--- src/rtl/pa_pkg.sv ---
package pa_pkg;
  localparam int CFG_W = 6;

  typedef struct packed {
    logic ovf_ie;
    logic in_ie;
    logic sat;
    logic pol;
    logic gated;
    logic en;
  } pa_cfg_t;
endpackage

--- src/rtl/pa_sync_edge.sv ---
module pa_sync_edge #(
  parameter int STAGES = 2
) (
  input  logic clk_i,
  input  logic rst_ni,
  input  logic pin_i,
  output logic level_o,
  output logic rise_o,
  output logic fall_o
);
  logic [STAGES-1:0] sync_q;
  logic              prev_q;

  generate
    if (STAGES == 1) begin : g_single
      always_ff @(posedge clk_i or negedge rst_ni)
        if (!rst_ni) sync_q <= '0;
        else         sync_q <= pin_i;
    end else begin : g_chain
      always_ff @(posedge clk_i or negedge rst_ni)
        if (!rst_ni) sync_q <= '0;
        else         sync_q <= {sync_q[STAGES-2:0], pin_i};
    end
  endgenerate

  always_ff @(posedge clk_i or negedge rst_ni)
    if (!rst_ni) prev_q <= 1'b0;
    else         prev_q <= sync_q[STAGES-1];

  assign level_o = sync_q[STAGES-1];
  assign rise_o  = level_o & ~prev_q;
  assign fall_o  = ~level_o & prev_q;

  a_r5_edge_excl: assert property (@(posedge clk_i) disable iff (!rst_ni)
    rise_o |=> !rise_o);
endmodule

--- src/rtl/pa_prescale.sv ---
module pa_prescale #(
  parameter int DIV = 64
) (
  input  logic clk_i,
  input  logic rst_ni,
  output logic tick_o
);
  localparam int W = (DIV > 1) ? $clog2(DIV) : 1;
  localparam logic [W-1:0] LAST = W'(DIV - 1);

  logic [W-1:0] div_q;

  assign tick_o = (div_q == LAST);

  // free-running: never realigned by the gate
  always_ff @(posedge clk_i or negedge rst_ni)
    if (!rst_ni)     div_q <= '0;
    else if (tick_o) div_q <= '0;
    else             div_q <= div_q + W'(1);

  a_r4_tick_gap: assert property (@(posedge clk_i) disable iff (!rst_ni)
    tick_o |=> !tick_o);
endmodule

--- src/rtl/pa_core.sv ---
module pa_core
  import pa_pkg::*;
#(
  parameter int CNT_W = 8
) (
  input  logic             clk_i,
  input  logic             rst_ni,
  input  pa_cfg_t          cfg_i,
  input  logic             level_i,
  input  logic             rise_i,
  input  logic             fall_i,
  input  logic             tick_i,
  input  logic             in_clr_i,
  input  logic             ovf_clr_i,
  input  logic             latch_i,
  output logic [CNT_W-1:0] cnt_o,
  output logic [CNT_W-1:0] hold_o,
  output logic             in_flag_o,
  output logic             ovf_flag_o
);
  logic [CNT_W-1:0] cnt_q, hold_q;
  logic in_q, ovf_q;
  logic trans, active, inc, at_max, set_in, set_ovf, stuck;

  // same transition serves edge select and gate trailing edge
  assign trans   = cfg_i.pol ? rise_i : fall_i;
  assign active  = level_i ^ cfg_i.pol;
  assign inc     = cfg_i.en & (cfg_i.gated ? (active & tick_i) : trans);
  assign set_in  = cfg_i.en & trans;
  assign at_max  = &cnt_q;
  assign stuck   = at_max & cfg_i.sat;
  assign set_ovf = inc & at_max & ~cfg_i.sat;

  always_ff @(posedge clk_i or negedge rst_ni)
    if (!rst_ni)            cnt_q <= '0;
    else if (inc && !stuck) cnt_q <= cnt_q + CNT_W'(1);

  always_ff @(posedge clk_i or negedge rst_ni)
    if (!rst_ni)      hold_q <= '0;
    else if (latch_i) hold_q <= cnt_q;

  always_ff @(posedge clk_i or negedge rst_ni)
    if (!rst_ni) begin
      in_q  <= 1'b0;
      ovf_q <= 1'b0;
    end else begin
      in_q  <= set_in  | (in_q  & ~in_clr_i);
      ovf_q <= set_ovf | (ovf_q & ~ovf_clr_i);
    end

  assign cnt_o      = cnt_q;
  assign hold_o     = hold_q;
  assign in_flag_o  = in_q;
  assign ovf_flag_o = ovf_q;

  a_r2_unit_step: assert property (@(posedge clk_i) disable iff (!rst_ni)
    !$stable(cnt_q) |-> cnt_q == $past(cnt_q) + CNT_W'(1));
  a_r3_gate_inhibit: assert property (@(posedge clk_i) disable iff (!rst_ni)
    (cfg_i.en && cfg_i.gated && !active) |=> $stable(cnt_q));
  a_r6_wrap_flag: assert property (@(posedge clk_i) disable iff (!rst_ni)
    (inc && at_max && !cfg_i.sat) |=> (cnt_q == '0 && ovf_q));
  a_r7_sat_pin: assert property (@(posedge clk_i) disable iff (!rst_ni)
    (at_max && cfg_i.sat) |=> (&cnt_q));
  a_r8_in_clear: assert property (@(posedge clk_i) disable iff (!rst_ni)
    (in_clr_i && !set_in) |=> !in_q);
  a_r10_hold_stable: assert property (@(posedge clk_i) disable iff (!rst_ni)
    !latch_i |=> $stable(hold_q));
  a_r11_idle_frozen: assert property (@(posedge clk_i) disable iff (!rst_ni)
    !cfg_i.en |=> ($stable(cnt_q) && !$rose(in_q) && !$rose(ovf_q)));
endmodule

--- src/rtl/pulse_accum.sv ---
module pulse_accum
  import pa_pkg::*;
#(
  parameter int CNT_W       = 8,
  parameter int DIV         = 64,
  parameter int SYNC_STAGES = 2
) (
  input  logic             clk_i,
  input  logic             rst_ni,
  input  logic             cfg_we_i,
  input  logic [CFG_W-1:0] cfg_wdata_i,
  input  logic             pin_i,
  input  logic             in_clr_i,
  input  logic             ovf_clr_i,
  input  logic             latch_i,
  output logic [CFG_W-1:0] cfg_o,
  output logic [CNT_W-1:0] count_o,
  output logic [CNT_W-1:0] hold_o,
  output logic             in_flag_o,
  output logic             ovf_flag_o,
  output logic             in_irq_o,
  output logic             ovf_irq_o
);
  pa_cfg_t cfg_q;
  logic level, rise, fall, tick;

  always_ff @(posedge clk_i or negedge rst_ni)
    if (!rst_ni)       cfg_q <= '0;
    else if (cfg_we_i) cfg_q <= pa_cfg_t'(cfg_wdata_i);

  pa_sync_edge #(.STAGES(SYNC_STAGES)) u_sync (
    .clk_i, .rst_ni, .pin_i,
    .level_o(level), .rise_o(rise), .fall_o(fall)
  );

  pa_prescale #(.DIV(DIV)) u_div (
    .clk_i, .rst_ni, .tick_o(tick)
  );

  pa_core #(.CNT_W(CNT_W)) u_core (
    .clk_i, .rst_ni,
    .cfg_i(cfg_q), .level_i(level), .rise_i(rise), .fall_i(fall),
    .tick_i(tick), .in_clr_i, .ovf_clr_i, .latch_i,
    .cnt_o(count_o), .hold_o, .in_flag_o, .ovf_flag_o
  );

  assign cfg_o     = cfg_q;
  assign in_irq_o  = in_flag_o  & cfg_q.in_ie;
  assign ovf_irq_o = ovf_flag_o & cfg_q.ovf_ie;

  a_r9_irq_gated: assert property (@(posedge clk_i) disable iff (!rst_ni)
    (!cfg_q.in_ie && !cfg_q.ovf_ie) |-> (!in_irq_o && !ovf_irq_o));
endmodule

--- config.mk ---
export PLATFORM = sky130hd
export DESIGN_NAME = pulse_accum
export DESIGN_NICKNAME = d
export VERILOG_FILES = /design/src/rtl/pa_pkg.sv /design/src/rtl/pa_sync_edge.sv /design/src/rtl/pa_prescale.sv /design/src/rtl/pa_core.sv /design/src/rtl/pulse_accum.sv
export SDC_FILE = /design/constraint.sdc
export NUM_CORES = 1
export LEC_CHECK = 0
export BUFFER_PORTS_ARGS = -buffer_cell sky130_fd_sc_hd__buf_2
export CAP_MARGIN = 15
export CORE_ASPECT_RATIO = 2
export CORE_MARGIN = 2
export CORE_UTILIZATION = 52
export CTS_BUF_LIST = sky130_fd_sc_hd__clkbuf_8
export DETAILED_ROUTE_END_ITERATION = 6
export HOLD_SLACK_MARGIN = 0.02
export PLACE_DENSITY = 0.8
export SETUP_SLACK_MARGIN = 0.02
export SKIP_LAST_GASP = 1
export SLEW_MARGIN = 20
export SYNTH_ARGS = -nofsm -noshare
export SYNTH_HDL_FRONTEND = slang
export SYNTH_SLANG_ARGS = --single-unit
--- constraint.sdc ---
create_clock -name clk_i -period 3.8 [get_ports clk_i]
set_input_delay 0 -clock clk_i [delete_from_list [all_inputs] [get_ports clk_i]]
set_output_delay 0 -clock clk_i [all_outputs]
set_load 0.005 [all_outputs]
==> results of run 1 <==
metrics by stage:
stage               area (um2)  power, mW  cells  worst slack [ps]
finish                    1790      0.916    195              1930
floorplan                 1390      0.559    113              2150
global route              1790      0.976    195              1830
CTS                       1790      0.928    195              1940
global placement          1610      0.652    177              2090
detailed placement        1610      0.662    177              1940
registers in the layout (all words and copies together), names as in the netlist:
name	flops
u_core.ovf_flag_o	1
u_core.hold_o	8
u_sync.prev_q	1
u_core.cnt_o	8
u_sync.sync_q	2
cfg_o	6
u_div.div_q	6
u_core.in_flag_o	1
cell type report:
| type | instances | area, um2 |
|---|---|---|
| fillers | 187 | 744 |
| flip-flops and latches | 33 | 826 |
| clock buffers | 5 | 68.8 |
| repair buffers | 48 | 290 |
| multi-input cells | 74 | 541 |
| well taps | 28 | 35.0 |
| clock inverters | 3 | 17.5 |
| inverters | 4 | 15.0 |
logic make-up (layout without fill, tap and decap cells):
| logic type | count (synthesis) | after routing | share of synthesized area |
|---|---|---|---|
| xor gates and xnor gates | 10 | 10 | 0.0631 |
| muxes | 13 | 13 | 0.105 |
| and+or+nand+nor | 38 | 38 | 0.150 |
| adders and majority gates | 2 | 2 | 0.0180 |
| buffers and inverters | 6 | 60 | 0.0162 |
| DFF | 33 | 33 | 0.595 |
| AOI/OAI and AO/OA | 11 | 11 | 0.0522 |
path summary, 6_finish.rpt:
check,slack (ps),cells after the start,to,start
worst max-delay path,1930,6,u_core.cnt_o[1]$_DFFE_PN0P_,u_div.div_q[0]$_DFF_PN0_
worst min-delay path,40,2,cfg_o[1]$_DFFE_PN0P_,cfg_we_i
min in group asynchronous,300,2,u_div.div_q[5]$_DFF_PN0_,rst_ni
worst max register to register,1930,6,u_core.cnt_o[1]$_DFFE_PN0P_,u_div.div_q[0]$_DFF_PN0_
worst min register to register,350,0,u_sync.sync_q[1]$_DFF_PN0_,u_sync.sync_q[0]$_DFF_PN0_
max in group asynchronous,3030,2,u_core.cnt_o[1]$_DFFE_PN0P_,rst_ni
power by group through the flow:
stage | Sequential, mW | Combinational [mW] | Clock (mW)
after global placement | 0.482 | 0.170 | 0
after detailed placement | 0.484 | 0.178 | 0
after floorplan | 0.480 | 0.0793 | 0
final | 0.479 | 0.184 | 0.252
after CTS | 0.479 | 0.188 | 0.260
after global routing | 0.492 | 0.207 | 0.277
worst max-delay path, cell delays in order (launching register included):
cell and delay (ps):
dfrtp_1 420, ha_1 270, nand2_1 130, nor4_2 180, o22ai_2 200, nor2_2 190
mux2_1 340
metal layers:
| metal | vias up | wire, um |
|---|---|---|
| met1 | 520 | 1030 |
| li1 | 500 | - |
| met4 | 0 | 124 |
| met3 | 11 | 144 |
| met5 | - | 0 |
| met2 | 33 | 1660 |
cell usage after synthesis:
library cell / count
nor2_2: 1
a31o_1: 1
and2_1: 2
nand3_2: 1
nand4b_1: 1
mux2_2: 12
nor2_1: 7
ha_1: 2
and3_1: 2
o22ai_2: 1
clkbuf_1: 2
a21oi_1: 1
o21ai_0: 5
dfrtp_1: 33
nor4_2: 2
o22ai_1: 1
nand4_1: 1
nand3_1: 7
nand2_1: 9
xor2_1: 9
xnor2_1: 1
inv_2: 1
mux2_1: 1
and4_1: 2
inv_1: 3
nor3_1: 3
o31ai_1: 2
repair_timing:
item / CTS / global route
setup endpoints to repair: 0 / 0
endpoints found under the hold margin: 42 / 0
resized for setup: 0 / 0
hold buffers: 10 / 0
==> impl_metrics.env, run 1 <==
export IMPL_clock_path_buffers=2
export IMPL_cts_setup_buffers=0
export IMPL_coreArea_um2=2540
export IMPL_first_pass_iters=4
export IMPL_grtUsageMet2=0.384
export IMPL_busiest_layer="met2"
export IMPL_yosysSeqAreaShare=0.595
export IMPL_setup_violations_final=0
export IMPL_fin_crit_ps=1870
export IMPL_drt_iter0_markers=37
export IMPL_p_per_area_nw_per_um2=511
export IMPL_cts_root_buf="clkbuf_8"
export IMPL_die_y_um=77.1
export IMPL_grt_max_degree=34
export IMPL_globalRouteMet1Util=0.231
export IMPL_syn2layout_area_growth_pct=29.1
export IMPL_synth_fp_nets=128
export IMPL_clk_pin_slew_worst_paths_ps=70
export IMPL_final_nets=181
export IMPL_die_area_um2=3130
export IMPL_finalHoldViolations=0
export IMPL_grt_pass1_vias=1152
export IMPL_p_leak_nw=0.898
export IMPL_synth_area_um2=1390
export IMPL_yosys_top_cells_area="dfrtp_1 59%, mux2_2 9.7%, xor2_1 5.7%, nand3_1 2.5%, nand2_1 2.4%"
export IMPL_slew_violations=0
export IMPL_power_frac_comb=0.201
export IMPL_finClkSkew_ps=6.16
export IMPL_tns_ps=0
export IMPL_dp_final_hpwl_mm=2.13
export IMPL_die_w_um=40.5
export IMPL_diodes=0
export IMPL_worstSetupEndpointType="register"
export IMPL_drv_cap=0
export IMPL_switching_power_mw=0.271
export IMPL_yosysTopAreaCell="dfrtp_1"
export IMPL_numCtsBuffers=5
export IMPL_hold_slack_ps=35.6
export IMPL_final_cell_mix="38 x buf_2, 33 x dfrtp_1, 12 x mux2_2"
export IMPL_grtUsageTotal=0.233
export IMPL_wl_mm=2.96
export IMPL_hold_class="in -> reg"
export IMPL_fmax_mhz=536
export IMPL_internal_power_mw=0.645
export IMPL_avgSynthCellArea_um2=12.3
export IMPL_pwr_share_clk=0.276
export IMPL_place_gp_congestion=0.840
export IMPL_ys_ff_latch=33
export IMPL_port_buffers=38
export IMPL_wl_per_cell_um=15.2
export IMPL_viasPerCell=5.46
export IMPL_htree_levels=2
export IMPL_met3_usage=0.0751
export IMPL_yosys_warnings=0
export IMPL_yosys_area_top_type_share=0.595
export IMPL_relSlewSlack=0.524
export IMPL_cp_max_fo=8
export IMPL_ir_drop_uv=413
export IMPL_worstMarginPinSlew_ps=714
export IMPL_via_count=1064
export IMPL_start_util=0.547
export IMPL_status="finished clean"
export IMPL_antenna_found_initial=0
export IMPL_synth_distinct_cells=27
export IMPL_switching_share=0.296
export IMPL_fin_crit_sh=0.491
export IMPL_worstSetupPathType="reg -> reg"
export IMPL_p_seq_frac=0.523
export IMPL_clk_latency_ps=280
export IMPL_drc=0
export IMPL_grt_pass1_wl_mm=4.92
export IMPL_io_pins=39
export IMPL_worstPathArrival_ps=2030
export IMPL_grt_ovfl_total=0
export IMPL_ant_nets=0
export IMPL_core_rowCount=26
export IMPL_start_kind="register"
export IMPL_cts_sinks=33
export IMPL_mostFrequentLayoutCell="buf_2"
export IMPL_grt_setup_unrepaired="false"
export IMPL_fin_util=0.707
export IMPL_required_ps=3960
export IMPL_netlist_instances=113
export IMPL_drive_gt1_frac=0.383
export IMPL_cts_tree="done"
No activity file was read; power rests on OpenSTA's default activity.
==> run 2: changes to the inputs <==
--- a/config.mk
+++ b/config.mk
@@ -9,11 +9,11 @@
 export CAP_MARGIN = 15
 export CORE_ASPECT_RATIO = 2
 export CORE_MARGIN = 2
-export CORE_UTILIZATION = 52
+export CORE_UTILIZATION = 48
 export CTS_BUF_LIST = sky130_fd_sc_hd__clkbuf_8
 export DETAILED_ROUTE_END_ITERATION = 6
 export HOLD_SLACK_MARGIN = 0.02
-export PLACE_DENSITY = 0.8
+export PLACE_DENSITY = 0.77
 export SETUP_SLACK_MARGIN = 0.02
 export SKIP_LAST_GASP = 1
 export SLEW_MARGIN = 20
==> constraint.sdc (replaced) <==
create_clock -name clk_i -period 1.53 [get_ports clk_i]
set_input_delay 0 -clock clk_i [delete_from_list [all_inputs] [get_ports clk_i]]
set_output_delay 0 -clock clk_i [all_outputs]
set_load 0.005 [all_outputs]
==> impl_metrics.env, run 2 (synthesis results as in run 1) <==
export IMPL_numCtsBuffers=5
export IMPL_grt_setup_unrepaired="true"
export IMPL_start_util=0.501
export IMPL_antenna_found_initial=0
export IMPL_wl_mm=3.47
export IMPL_drt_iter0_markers=15
export IMPL_clock_path_buffers=2
export IMPL_finClkSkew_ps=8.99
export IMPL_ant_nets=0
export IMPL_cts_sinks=33
export IMPL_dp_cells=194
export IMPL_worstMarginPinSlew_ps=731
export IMPL_grt_pass1_vias=1286
export IMPL_grt_max_degree=34
export IMPL_grt_pass1_wl_mm=5.59
export IMPL_io_pins=39
export IMPL_p_per_area_nw_per_um2=1190
export IMPL_wl_per_cell_um=16.0
export IMPL_drv_cap=0
export IMPL_htree_levels=2
export IMPL_worstSetupPathType="reg -> reg"
export IMPL_cts_tree="done"
export IMPL_ff_latch_area_um2=827
export IMPL_status="complete, but fails checks"
export IMPL_place_area_um2=1740
export IMPL_worstPathArrival_ps=1760
export IMPL_die_area_um2=3370
export IMPL_cp_max_fo=4
export IMPL_multi_input_area_um2=651
export IMPL_setup_violations_final=2
export IMPL_clk_latency_ps=290
export IMPL_drive_gt1_frac=0.516
export IMPL_grt_ovfl_total=0
export IMPL_crit_chain="ha_1 -> and3_1 -> nand3_2 -> nand2_1 -> nor2_4 -> mux2_4"
export IMPL_cts_root_buf="clkbuf_8"
export IMPL_coreArea_um2=2770
export IMPL_place_gp_congestion=0.877
export IMPL_port_buffers=38
export IMPL_fmax_mhz=626
export IMPL_required_ps=1700
export IMPL_critPathMaxStageDelay_ps=380
export IMPL_layout_setup_ws_ps=-68.4
export IMPL_core_rowCount=27
export IMPL_clk_pin_slew_worst_paths_ps=60
export IMPL_diodes=0
export IMPL_via_count=1151
export IMPL_final_nets=203
export IMPL_cp_slowest_cell="dfrtp_1"
export IMPL_p_leak_nw=1.04
export IMPL_start_kind="register"
export IMPL_syn2layout_area_growth_pct=49.6
export IMPL_fin_crit_sh=1.04
export IMPL_grtUsageTotal=0.220
export IMPL_dp_final_hpwl_mm=2.32
export IMPL_finalNonFillerCells=217
export IMPL_hold_class="in -> reg"
export IMPL_fin_util=0.750
export IMPL_slew_violations=0
export IMPL_worstSetupEndpointType="register"
export IMPL_viasPerCell=5.30
export IMPL_finalHoldViolations=0
export IMPL_ir_drop_uv=1190
export IMPL_final_cell_mix="38 x buf_2, 32 x dfrtp_1, 20 x buf_4"
export IMPL_die_y_um=80.1
export IMPL_die_w_um=42.0
export IMPL_first_pass_iters=4
export IMPL_relSlewSlack=0.513
export IMPL_drc=0
export IMPL_violations="setup timing"
export IMPL_finalInstanceArea_um2=2080
export IMPL_fillers=198
export IMPL_fin_crit_ps=1600
export IMPL_mostFrequentLayoutCell="buf_2"
==> run 2: critical path, delay by kind of cell, from the launching register on <==
kind / cells / cell delay, ps
and+or+nand+nor: 4 / 580
adders and majority gates: 1 / 220
DFF: 1 / 380
muxes: 1 / 300
==> run 2: path summary, 6_finish.rpt <==
check                                       startpoint                     endpoint  slack, ps  cells after the start
min                                           cfg_we_i         cfg_o[1]$_DFFE_PN0P_         30                      2
min reg2reg                 u_sync.sync_q[0]$_DFF_PN0_   u_sync.sync_q[1]$_DFF_PN0_        350                      0
max in group asynchronous                       rst_ni         cfg_o[2]$_DFFE_PN0P_        720                      2
min in group asynchronous                       rst_ni         cfg_o[4]$_DFFE_PN0P_        300                      2
max reg2reg                u_core.cnt_o[0]$_DFFE_PN0P_  u_core.cnt_o[1]$_DFFE_PN0P_        -70                      6
max                        u_core.cnt_o[0]$_DFFE_PN0P_  u_core.cnt_o[1]$_DFFE_PN0P_        -70                      6
==> run 2: final cells by class <==
type	instances	share of cell area
Timing Repair Buffer	70	0.223
Multi-Input combinational cell	74	0.313
Tap cell	29	0.0175
Inverter	4	0.00722
Sequential cell	33	0.398
Clock inverter	1	0.00181
Clock buffer	6	0.0397
==> run 2: per-stage QoR <==
stage	setup TNS [ps]	setup WS [ps]	hold WS [ps]	total power [mW]
floorplan	-68.4	-68.4	-296	1.39
global placement	0	1.45	87.5	1.71
detailed placement	-366	-112	103	1.74
CTS	-100	-55.1	23.8	2.42
global route	-584	-112	46.8	2.59
finish	-79.2	-68.4	27.5	2.47
==> run 2: timing repair <==
item / CTS / global route
endpoints found under the setup margin: 7 / 8
resized for setup: 11 / 11
pin swaps: 1 / 4
cloned: 0 / 0
hold buffers: 10 / 0
setup buffers: 1 / 5
endpoints found under the hold margin: 42 / 0
==> run 2: report_power, final <==
group	switching [mW]	total [mW]	internal (mW)
combinational	0.305	0.677	0.372
sequential	0.115	1.15	1.03
clock	0.294	0.644	0.349
==> run 2: per-layer routing <==
metal	global-route usage	routed length, um	up-vias
li1	-	-	540
met3	0.0449	154	12
met2	0.422	1960	35
met1	0.219	1280	564
met5	0	0	-
met4	0.0969	81	0
